===== src/rtl/pxb_pkg.sv =====
package pxb_pkg;

   localparam int SLOT_SDA    = 0;
   localparam int SLOT_SCL    = 1;
   localparam int SLOT_TX     = 2;
   localparam int SLOT_RX     = 3;
   localparam int SLOT_CMP    = 4;
   localparam int SLOT_CLK    = 5;
   localparam int SLOT_PCA0   = 6;
   // slots that are not PCA channels: six ahead of them, two timers after
   localparam int FIXED_SLOTS = 8;

   typedef enum logic [1:0] {
      ADDR_CTRL_A = 2'd0,
      ADDR_CTRL_B = 2'd1,
      ADDR_DIG    = 2'd2,
      ADDR_PP     = 2'd3
   } addr_e;

   typedef struct packed {
      logic       smb;
      logic       uart;
      logic       cmp;
      logic       clk;
      logic [2:0] pca_cnt;
      logic       t0;
      logic       t1;
      logic       pu_dis;
      logic       glob;
   } cfg_t;

endpackage


===== src/rtl/pxb_regs.sv =====
module pxb_regs
   import pxb_pkg::*;
#(
   parameter int NUM_PINS = 8
) (
   input  logic                clk,
   input  logic                rst_n,
   input  logic                wr_en,
   input  logic [1:0]          wr_addr,
   input  logic [7:0]          wr_data,
   output cfg_t                cfg,
   output logic [NUM_PINS-1:0] dig_mask,
   output logic [NUM_PINS-1:0] pp_mask
);

   always_ff @(posedge clk or negedge rst_n) begin
      if (!rst_n) begin
         cfg      <= '0;
         dig_mask <= '1;
         pp_mask  <= '0;
      end else if (wr_en) begin
         case (addr_e'(wr_addr))
            ADDR_CTRL_A: begin
               cfg.smb     <= wr_data[0];
               cfg.uart    <= wr_data[1];
               cfg.cmp     <= wr_data[2];
               cfg.clk     <= wr_data[3];
               cfg.pca_cnt <= wr_data[6:4];
            end
            ADDR_CTRL_B: begin
               cfg.t0     <= wr_data[0];
               cfg.t1     <= wr_data[1];
               cfg.pu_dis <= wr_data[6];
               cfg.glob   <= wr_data[7];
            end
            ADDR_DIG: dig_mask <= wr_data[NUM_PINS-1:0];
            ADDR_PP:  pp_mask  <= wr_data[NUM_PINS-1:0];
            default: ;
         endcase
      end
   end

endmodule


===== src/rtl/pxb_alloc.sv =====
module pxb_alloc #(
   parameter int NUM_SLOTS = 12,
   parameter int NUM_PINS  = 8,
   localparam int SW = (NUM_SLOTS > 1) ? $clog2(NUM_SLOTS) : 1,
   localparam int PW = (NUM_PINS > 1) ? $clog2(NUM_PINS) : 1,
   localparam int MAXN = (NUM_SLOTS > NUM_PINS) ? NUM_SLOTS : NUM_PINS,
   localparam int CW = $clog2(MAXN + 1)
) (
   input  logic [NUM_SLOTS-1:0]          slot_en,
   input  logic [NUM_PINS-1:0]           dig_mask,
   output logic [NUM_PINS-1:0]           pin_hit,
   output logic [NUM_PINS-1:0][SW-1:0]   pin_slot,
   output logic [NUM_SLOTS-1:0]          slot_hit,
   output logic [NUM_SLOTS-1:0][PW-1:0]  slot_pin,
   output logic                          overflow
);

   // rank of a slot = enabled slots ahead of it; rank of a pin = digital pins below it
   logic [NUM_SLOTS-1:0][CW-1:0] srank;
   logic [NUM_PINS-1:0][CW-1:0]  prank;
   logic [CW-1:0]                slot_total;
   logic [CW-1:0]                pin_total;

   always_comb begin
      srank[0] = '0;
      for (int s = 1; s < NUM_SLOTS; s++)
         srank[s] = srank[s-1] + CW'(slot_en[s-1]);
      prank[0] = '0;
      for (int p = 1; p < NUM_PINS; p++)
         prank[p] = prank[p-1] + CW'(dig_mask[p-1]);
      slot_total = srank[NUM_SLOTS-1] + CW'(slot_en[NUM_SLOTS-1]);
      pin_total  = prank[NUM_PINS-1] + CW'(dig_mask[NUM_PINS-1]);
   end

   always_comb begin
      pin_hit  = '0;
      pin_slot = '0;
      slot_hit = '0;
      slot_pin = '0;
      for (int s = 0; s < NUM_SLOTS; s++) begin
         for (int p = 0; p < NUM_PINS; p++) begin
            if (slot_en[s] && dig_mask[p] && (srank[s] == prank[p])) begin
               pin_hit[p]  = 1'b1;
               pin_slot[p] = SW'(s);
               slot_hit[s] = 1'b1;
               slot_pin[s] = PW'(p);
            end
         end
      end
   end

   assign overflow = (slot_total > pin_total);

endmodule


===== src/rtl/pxb_pad.sv =====
module pxb_pad (
   input  logic glob,
   input  logic dig,
   input  logic pp,
   input  logic pu_dis,
   input  logic hit,
   input  logic src_val,
   input  logic src_oe,
   input  logic latch,
   output logic drv,
   output logic oe,
   output logic pu,
   output logic ana
);

   logic want_val;
   logic want_oe;
   logic active;

   assign want_val = hit ? src_val : latch;
   assign want_oe  = hit ? src_oe : 1'b1;
   assign active   = glob & dig;

   assign oe  = active & want_oe & (pp | ~want_val);
   assign drv = active & pp & want_val;
   assign pu  = dig & ~pu_dis & ~(oe & ~drv);
   assign ana = ~dig;

endmodule


===== src/rtl/pin_route_xbar.sv =====
module pin_route_xbar
   import pxb_pkg::*;
#(
   parameter int NUM_PINS    = 8,
   parameter int NUM_PCA     = 4,
   parameter bit UNMAPPED_IN = 1'b1,
   localparam int NUM_SLOTS  = FIXED_SLOTS + NUM_PCA
) (
   input  logic                 clk,
   input  logic                 rst_n,
   input  logic                 wr_en,
   input  logic [1:0]           wr_addr,
   input  logic [7:0]           wr_data,
   input  logic [NUM_PINS-1:0]  gpio_latch,
   input  logic [NUM_SLOTS-1:0] periph_out,
   input  logic [NUM_SLOTS-1:0] periph_oe,
   output logic [NUM_SLOTS-1:0] periph_in,
   input  logic [NUM_PINS-1:0]  pad_in,
   output logic [NUM_PINS-1:0]  pad_drv,
   output logic [NUM_PINS-1:0]  pad_oe,
   output logic [NUM_PINS-1:0]  pad_pu,
   output logic [NUM_PINS-1:0]  pad_ana,
   output logic                 map_overflow
);

   localparam int SW      = (NUM_SLOTS > 1) ? $clog2(NUM_SLOTS) : 1;
   localparam int PW      = (NUM_PINS > 1) ? $clog2(NUM_PINS) : 1;
   localparam int SLOT_T0 = SLOT_PCA0 + NUM_PCA;
   localparam int SLOT_T1 = SLOT_T0 + 1;
   localparam logic [NUM_SLOTS-1:0] IN_ONLY =
      (NUM_SLOTS'(1) << SLOT_RX) | (NUM_SLOTS'(1) << SLOT_T0) | (NUM_SLOTS'(1) << SLOT_T1);

   if (NUM_PINS < 1 || NUM_PINS > 8) begin : g_bad_pins
      $error("pin_route_xbar: NUM_PINS must lie in 1..8");
   end
   if (NUM_PCA < 1 || NUM_PCA > 7) begin : g_bad_pca
      $error("pin_route_xbar: NUM_PCA must lie in 1..7");
   end

   cfg_t                          cfg;
   logic [NUM_PINS-1:0]           dig_mask;
   logic [NUM_PINS-1:0]           pp_mask;
   logic [NUM_SLOTS-1:0]          slot_en;
   logic [NUM_SLOTS-1:0]          src_oe;
   logic [NUM_PINS-1:0]           pin_hit;
   logic [NUM_PINS-1:0][SW-1:0]   pin_slot;
   logic [NUM_SLOTS-1:0]          slot_hit;
   logic [NUM_SLOTS-1:0][PW-1:0]  slot_pin;

   pxb_regs #(.NUM_PINS(NUM_PINS)) u_regs (
      .clk      (clk),
      .rst_n    (rst_n),
      .wr_en    (wr_en),
      .wr_addr  (wr_addr),
      .wr_data  (wr_data),
      .cfg      (cfg),
      .dig_mask (dig_mask),
      .pp_mask  (pp_mask)
   );

   // slot enables in priority order
   assign slot_en[SLOT_SDA] = cfg.smb;
   assign slot_en[SLOT_SCL] = cfg.smb;
   assign slot_en[SLOT_TX]  = cfg.uart;
   assign slot_en[SLOT_RX]  = cfg.uart;
   assign slot_en[SLOT_CMP] = cfg.cmp;
   assign slot_en[SLOT_CLK] = cfg.clk;
   for (genvar i = 0; i < NUM_PCA; i++) begin : g_pca
      assign slot_en[SLOT_PCA0+i] = (cfg.pca_cnt > 3'(i));
   end
   assign slot_en[SLOT_T0] = cfg.t0;
   assign slot_en[SLOT_T1] = cfg.t1;

   assign src_oe = periph_oe & ~IN_ONLY;

   pxb_alloc #(.NUM_SLOTS(NUM_SLOTS), .NUM_PINS(NUM_PINS)) u_alloc (
      .slot_en  (slot_en),
      .dig_mask (dig_mask),
      .pin_hit  (pin_hit),
      .pin_slot (pin_slot),
      .slot_hit (slot_hit),
      .slot_pin (slot_pin),
      .overflow (map_overflow)
   );

   for (genvar p = 0; p < NUM_PINS; p++) begin : g_pin
      pxb_pad u_pad (
         .glob    (cfg.glob),
         .dig     (dig_mask[p]),
         .pp      (pp_mask[p]),
         .pu_dis  (cfg.pu_dis),
         .hit     (pin_hit[p]),
         .src_val (periph_out[pin_slot[p]]),
         .src_oe  (src_oe[pin_slot[p]]),
         .latch   (gpio_latch[p]),
         .drv     (pad_drv[p]),
         .oe      (pad_oe[p]),
         .pu      (pad_pu[p]),
         .ana     (pad_ana[p])
      );
   end

   for (genvar s = 0; s < NUM_SLOTS; s++) begin : g_in
      assign periph_in[s] = (cfg.glob && slot_hit[s]) ? pad_in[slot_pin[s]] : UNMAPPED_IN;
   end

endmodule


===== config.mk =====
export PLATFORM = sky130hd
export DESIGN_NAME = pin_route_xbar
export DESIGN_NICKNAME = d
export VERILOG_FILES = /design/src/rtl/pxb_pkg.sv /design/src/rtl/pxb_regs.sv /design/src/rtl/pxb_alloc.sv /design/src/rtl/pxb_pad.sv /design/src/rtl/pin_route_xbar.sv
export SDC_FILE = /design/constraint.sdc
export NUM_CORES = 1
export LEC_CHECK = 0
export BUFFER_PORTS_ARGS = -buffer_cell sky130_fd_sc_hd__buf_2
export CAP_MARGIN = 20
export CORE_ASPECT_RATIO = 2
export CORE_UTILIZATION = 59
export DETAILED_ROUTE_END_ITERATION = 8
export GPL_ROUTABILITY_DRIVEN = 1
export PLACE_DENSITY = 0.8
export SLEW_MARGIN = 10
export SYNTH_ARGS = -nofsm -noshare
export SYNTH_HDL_FRONTEND = slang
export SYNTH_SLANG_ARGS = --single-unit

===== constraint.sdc =====
create_clock -name clk -period 7.8 [get_ports clk]
set_input_delay 0 -clock clk [delete_from_list [all_inputs] [get_ports clk]]
set_output_delay 0 -clock clk [all_outputs]
set_load 0.02 [all_outputs]

### Word level (Yosys, flattened, before mapping)

Index checks and enable logic that the tools add are counted.

| storage, ports and cells | value |
|---|---|
| register bits after elaboration | 27 |
| input bits | 53 |
| output and inout port bits | 45 |
| word-level logic and storage cells | 896 |

| cells by class | value |
|---|---|
| add/sub/neg operators | 18 |
| magnitude comparators | 25 |
| equality and inequality tests | 80 |
| multiplexer cells | 447 |
| bitwise logic cells | 105 |
| reduce and logical (&&, ||, !) cells | 210 |

Operators by type and width:

| kind | number |
|---|---|
| 2-to-1 mux 1 bit | 267 |
| equality test 4 bit | 60 |
| 2-to-1 mux 3 bit | 80 |
| logical AND 1 bit | 187 |
| 2-to-1 mux 4 bit | 32 |
| 2-to-1 mux 2 bit | 40 |
| logical NOT 4 bit | 18 |
| adder 4 x 1 -> 4 bit | 16 |
| AND 1 bit | 64 |
| binary-select mux 1 bit (select 4 bit) | 16 |
| less-than comparator 3 x 4 -> 1 bit (second input constant) | 12 |
| equality test 4 x 1 -> 1 bit | 10 |
| less-than comparator 4 x 5 -> 1 bit (second input constant) | 8 |
| binary-select mux 1 bit (select 3 bit) | 12 |
| inverter 1 bit | 33 |
| equality test 1 x 4 -> 1 bit | 6 |
| OR 1 bit | 8 |
| AND reduction 2 bit | 4 |
| > comparator 3 x 1 -> 1 bit (second input constant) | 2 |
| > comparator 3 x 2 -> 1 bit (second input constant) | 2 |
| adder 1 x 1 -> 2 bit | 2 |
| equality test 2 bit (second input constant) | 2 |
| > comparator 4 bit | 1 |
| equality test 2 x 1 -> 1 bit (second input constant) | 1 |
| 2 further kinds | 2 |

### Depth between registers and ports, before layout

| depth | value |
|---|---|
| depth in word-level cells | 28 |
| mapped depth | 23 |
| mapped depth without buffers | 20 |

### Modules after synthesis

Synthesis repeated with hierarchy kept, for this count alone.

| unflattened totals | value |
|---|---|
| cell total of the unflattened synthesis | 1356 |
| area, all modules | 10786.6 sq um |

By module, submodules not included:

| module | instances | cells each | area an instance (sq um) | seq. area each (sq um) |
|---|---|---|---|---|
| pxb_alloc | 1 | 969 | 6711.4 | 0.0 |
| pin_route_xbar | 1 | 233 | 2477.4 | 0.0 |
| pxb_regs | 1 | 58 | 1037.2 | 685.7 |
| pxb_pad | 8 | 12 | 70.1 | 0.0 |

### Worst setup path before layout

Ideal clock, no wire load.

| timing path | value |
|---|---|
| kind | register to output |
| start point | reg u_regs.cfg[5] (netlist name) |
| end point | out pad_pu[3] |
| data arrival time | 5.577 ns |
| required time | 7.800 ns |
| path slack | 2.223 ns |
| cell stages (with the launch flop) | 20 |
| path buffers | 2 |
| path through | dfrtp_1 -> nor3_1 -> inv_1 -> ha_1 -> ha_1 -> ha_1 -> ha_1 -> xnor2_1 -> xnor2_1 -> nand3_4 -> xor2_2 -> or4_1 -> buf_2 -> a21oi_4 -> mux4_2 -> nand2_1 -> o21ai_1 -> o21a_1 -> a311oi_2 -> buf_4 |

| on the way | value |
|---|---|
| cells in the longest elaborated chain, start to end | 18 |
| elaborated cells between the ends (all ways) | 51 |
| those cells by class | add/sub: 5; order compare: 4; eq/ne: 5; mux: 18; bitwise: 9; reduce/logical: 10 |

RTL lines:

| what | RTL line | RTL |
|---|---|---|
| > comparator 3 x 1 -> 1 bit | pin_route_xbar.sv:69 | `assign slot_en[SLOT_PCA0+i] = (cfg.pca_cnt > 3'(i));` |
| adder 4 x 1 -> 4 bit / logical AND 1 bit (equally long branches) | pxb_alloc.sv:27, pxb_alloc.sv:42 |  |
| adder 4 x 1 -> 4 bit (tied with other cells) (4 in series) | pxb_alloc.sv:27 | `srank[s] = srank[s-1] + CW'(slot_en[s-1]);` |
| equality test 4 bit (tied with other cells) | pxb_alloc.sv:42 | `if (slot_en[s] && dig_mask[p] && (srank[s] == prank[p])) begin` |
| logical AND 1 bit / 2-to-1 mux 4 bit (equally long branches) | pxb_alloc.sv:42 |  |
| 2-to-1 mux 4 bit | pxb_alloc.sv:42 |  |
| binary-select mux 1 bit (select 4 bit) | pin_route_xbar.sv:93 | `.src_val (periph_out[pin_slot[p]]),` |
| 2-to-1 mux 1 bit (implied by the code) | pin_route_xbar.sv:93 |  |
| 2-to-1 mux 1 bit | pxb_pad.sv:20 | `assign want_val = hit ? src_val : latch;` |
| inverter 1 bit | pxb_pad.sv:24 | `assign oe = active & want_oe & (pp \| ~want_val);` |
| OR 1 bit | pxb_pad.sv:24 |  |
| AND 1 bit | pxb_pad.sv:24 |  |
| AND 1 bit * | pxb_pad.sv:26 | `assign pu = dig & ~pu_dis & ~(oe & ~drv);` |
| inverter 1 bit * | pxb_pad.sv:26 |  |
| AND 1 bit * | pxb_pad.sv:26 |  |
| end: declaration | pin_route_xbar.sv:21 | `output logic [NUM_PINS-1:0] pad_pu,` |

Mark *: on every way between the ends. The rest lies on a longest branch, timed or not. The select of a mux whose other input is x is not followed.

### Worst setup path after layout

| timing path | value |
|---|---|
| start point | reg u_regs.cfg[8] (netlist name) |
| end point | out pad_oe[4] |

| on the way | value |
|---|---|
| cells in the longest elaborated chain, start to end | 16 |
| elaborated cells between the ends (all ways) | 49 |
| those cells by class | add/sub: 7; eq/ne: 7; mux: 22; bitwise: 4; reduce/logical: 9 |

RTL lines:

| what | RTL line | RTL |
|---|---|---|
| adder 4 x 1 -> 4 bit / logical AND 1 bit (equally long branches) | pxb_alloc.sv:27, pxb_alloc.sv:42 |  |
| adder 4 x 1 -> 4 bit (tied with other cells) (6 in series) | pxb_alloc.sv:27 |  |
| equality test 4 bit (tied with other cells) | pxb_alloc.sv:42 |  |
| logical AND 1 bit / 2-to-1 mux 4 bit (equally long branches) | pxb_alloc.sv:42 |  |
| 2-to-1 mux 4 bit | pxb_alloc.sv:42 |  |
| binary-select mux 1 bit (select 4 bit) | pin_route_xbar.sv:93 |  |
| 2-to-1 mux 1 bit (implied by the code) | pin_route_xbar.sv:93 |  |
| 2-to-1 mux 1 bit | pxb_pad.sv:20 |  |
| inverter 1 bit | pxb_pad.sv:24 |  |
| OR 1 bit | pxb_pad.sv:24 |  |
| AND 1 bit * | pxb_pad.sv:24 |  |
| end: declaration | pin_route_xbar.sv:20 | `output logic [NUM_PINS-1:0] pad_oe,` |

Marks and branches as above.

==> results_dict.tcl <==
set metrics [dict create \
    antenna_found_initial 1 \
    drv_slew 0 \
    synthCells 1333 \
    holdCritStartpoint "wr_data[7]" \
    diodes 0 \
    drtPass1Iterations 6 \
    cts_tree "done" \
    r2r_slack_ps 6480 \
    drt_iter0_markers 1099 \
    post_cts_buffers 0 \
    critPathArrivalTime_ps 6920 \
    seq_area_um2 685.7 \
    clk_latency_ps 260 \
    die_area_mm2 0.01768 \
    rsz0062_at_grt "false" \
    period_share_pct 88.72 \
    grt_start_max_net_pins 34 \
    synth_flop_cell "dfrtp_1" \
    dp_cells 1571 \
    worstHoldEndpoint "u_regs.pp_mask[7]" \
    cap_violations 0 \
    fin_nets 1463 \
    route.detailed.drc 0 \
    fillCellCount 1551 \
    row_count 67 \
    cp_max_fo 10 \
    period_minus_slack_ps 6920 \
    die_y_um 187.1 \
    port_buffers 94 \
    grtUsageTotal_pct 53.10 \
    drive_above_1_share_pct 20.35 \
    status "finished, final reports clean" \
    worst_slew_pin_slew_ps 957.0 \
    wirelength_mm 47.10 \
    ys_seq_area_share_pct 6.786 \
    synth-seq-cells 27 \
    ant_nets 0 \
    synth_nets 1424 \
    setup_viol 0 \
    gp_congestion 1.059 \
    worst_r2r_endpoint "u_regs.cfg[10]" \
    area_growth_pct 6.316 \
    num_vias 11470 \
    path_class "flop to primary output" \
    pin_count 98 \
    setup_tns_ps 0 \
    hpwl_mm 36.59 \
    skew_ps 0 \
    critPathRequiredTime_ps 7800 \
    hold_viol 0 \
    avgRoutedWirePerCell_um 29.85 \
    hp-class "primary input to flop" \
    overflow 0 \
    cts_buffer_depth 2 \
    yosys.cell_types.count 105 \
    clk_pin_slew_ps 70 \
    syn_area_mm2 0.01010 \
    start_kind "flop" \
    fmax_mhz 144.5 \
    r2r-start "u_regs.cfg[10]" \
    avgSynthCellArea_um2 7.579 \
    worstSetupEndpointType "primary output" \
    fp.dieW_um 94.53 \
    via_per_inst 7.271 \
    final_common_cell "nand2_1" \
    grt_pass1_vias 11070 \
    h-tree-depth 1 \
    core_region_area_mm2 0.01677 \
    stdcell_count 1578 \
    initial_utilization_pct 60.26 \
    cts_hold_buf 1 \
    multiInputGateArea_mm2 0.008645 \
    max-slew-margin-rel_pct 36.20 \
    final_cell_mix "119 x nand2_1, 114 x nor2_1, 94 x buf_2, 89 x mux2i_1, 85 x xnor2_1" \
    cts-root-buf "clkbuf_16" \
    grt_pass1_wl_mm 68.16 \
    cts_made_buffers 3 \
    async_reset_ff_share_pct 100.0 \
    yosysWarnings 0 \
    cts_num_sinks 27 \
    r2r_cells 3 \
    synth_edf_count 0 \
    cts-resized-gates 0 \
    holdPathStages 2 \
]
## per-stage QoR
step | area [µm²] | hold WS (ps) | util [%] | setup WS [ps]
2_1_floorplan | 10100 | -295.6 | - | 2223
3_3_place_gp | 10630 | 26.16 | 63.43 | 1204
3_5_place_dp | 10630 | 45.73 | 63.43 | 1093
4_1_cts | 10730 | 0.8582 | 63.98 | 803.2
5_1_grt | 10740 | 7.970 | 64.07 | 387.3
6_report | 10740 | 0.7428 | 64.07 | 879.7
## per-layer routing
layer | wire (µm) | track usage (%) | vias up
met5 | 0 | 0 | -
met4 | 6159 | 52.56 | 0
met3 | 4957 | 16.63 | 356
met2 | 20950 | 81.02 | 847
met1 | 15030 | 55.21 | 5335
li1 | - | - | 4935
## cells in the mapped netlist (all sizes together), types with 17 or more instances
cell type	instances	share of area [%]
nand3	65	3.3
nor2	117	4.6
a21oi	52	2.7
nor3	40	2.0
a211oi	18	1.4
nand2	120	4.5
nand4	29	1.8
xor2	57	5.2
dfrtp	19	4.7
o21ai	68	3.5
xnor2	95	9.5
ha	36	4.5
mux2i	90	9.0
inv	31	1.2
buf	67	4.3
xnor3	17	3.8
clkbuf	56	2.1
nor2b	17	1.1
mux2	54	6.1
o211ai	17	1.3
## worst max-delay path, stage by stage, from the launching register on
cell and delay [ps]:
dfrtp_1 390, ha_1 570, ha_1 360, ha_1 360
ha_1 350, ha_1 510, ha_1 300, ha_1 240
xnor2_1 280, xnor3_1 480, xnor2_1 230, nand4_1 260
o211ai_2 520, nor2_1 100, a31o_1 190, a2111oi_0 520
o21ai_0 410, nor4_1 340, buf_2 230
## sequential cells by signal, summed over array words and instances, names as in the netlist
name and flops:
u_regs.dig_mask 8, u_regs.pp_mask 8, u_regs.cfg 11
## final cells by class
class | instances | share of cell area (%)
Clock buffer | 3 | 0.6989
Clock inverter | 1 | 0.06989
Inverter | 33 | 1.153
Multi-Input combinational cell | 1150 | 80.48
Sequential cell | 27 | 6.383
Tap cell | 207 | 2.411
Timing Repair Buffer | 157 | 8.806
## logic make-up after synthesis
group           count (synthesis)  share of synthesized area (%)
mux                           149                          16.16
fa+ha+maj                      38                          4.854
compound gates                290                          20.50
simple gates                  503                          25.31
flops                          27                          6.786
buf+inv                       156                          7.653
xor+xnor                      170                          18.74
## how the worst max path moves through the flow
stage          depth (start not counted)        end          start
2_1_floorplan                         19  pad_pu[3]  u_regs.cfg[5]
3_3_place_gp                          18  pad_pu[5]  u_regs.cfg[7]
3_5_place_dp                          18  pad_oe[5]  u_regs.cfg[8]
4_1_cts                               18  pad_oe[5]  u_regs.cfg[8]
5_1_grt                               19  pad_oe[4]  u_regs.cfg[8]
6_report                              18  pad_oe[4]  u_regs.cfg[8]
Power is not shown: default switching activity piles up to over one toggle a cycle in this logic, so the estimate is an artifact.
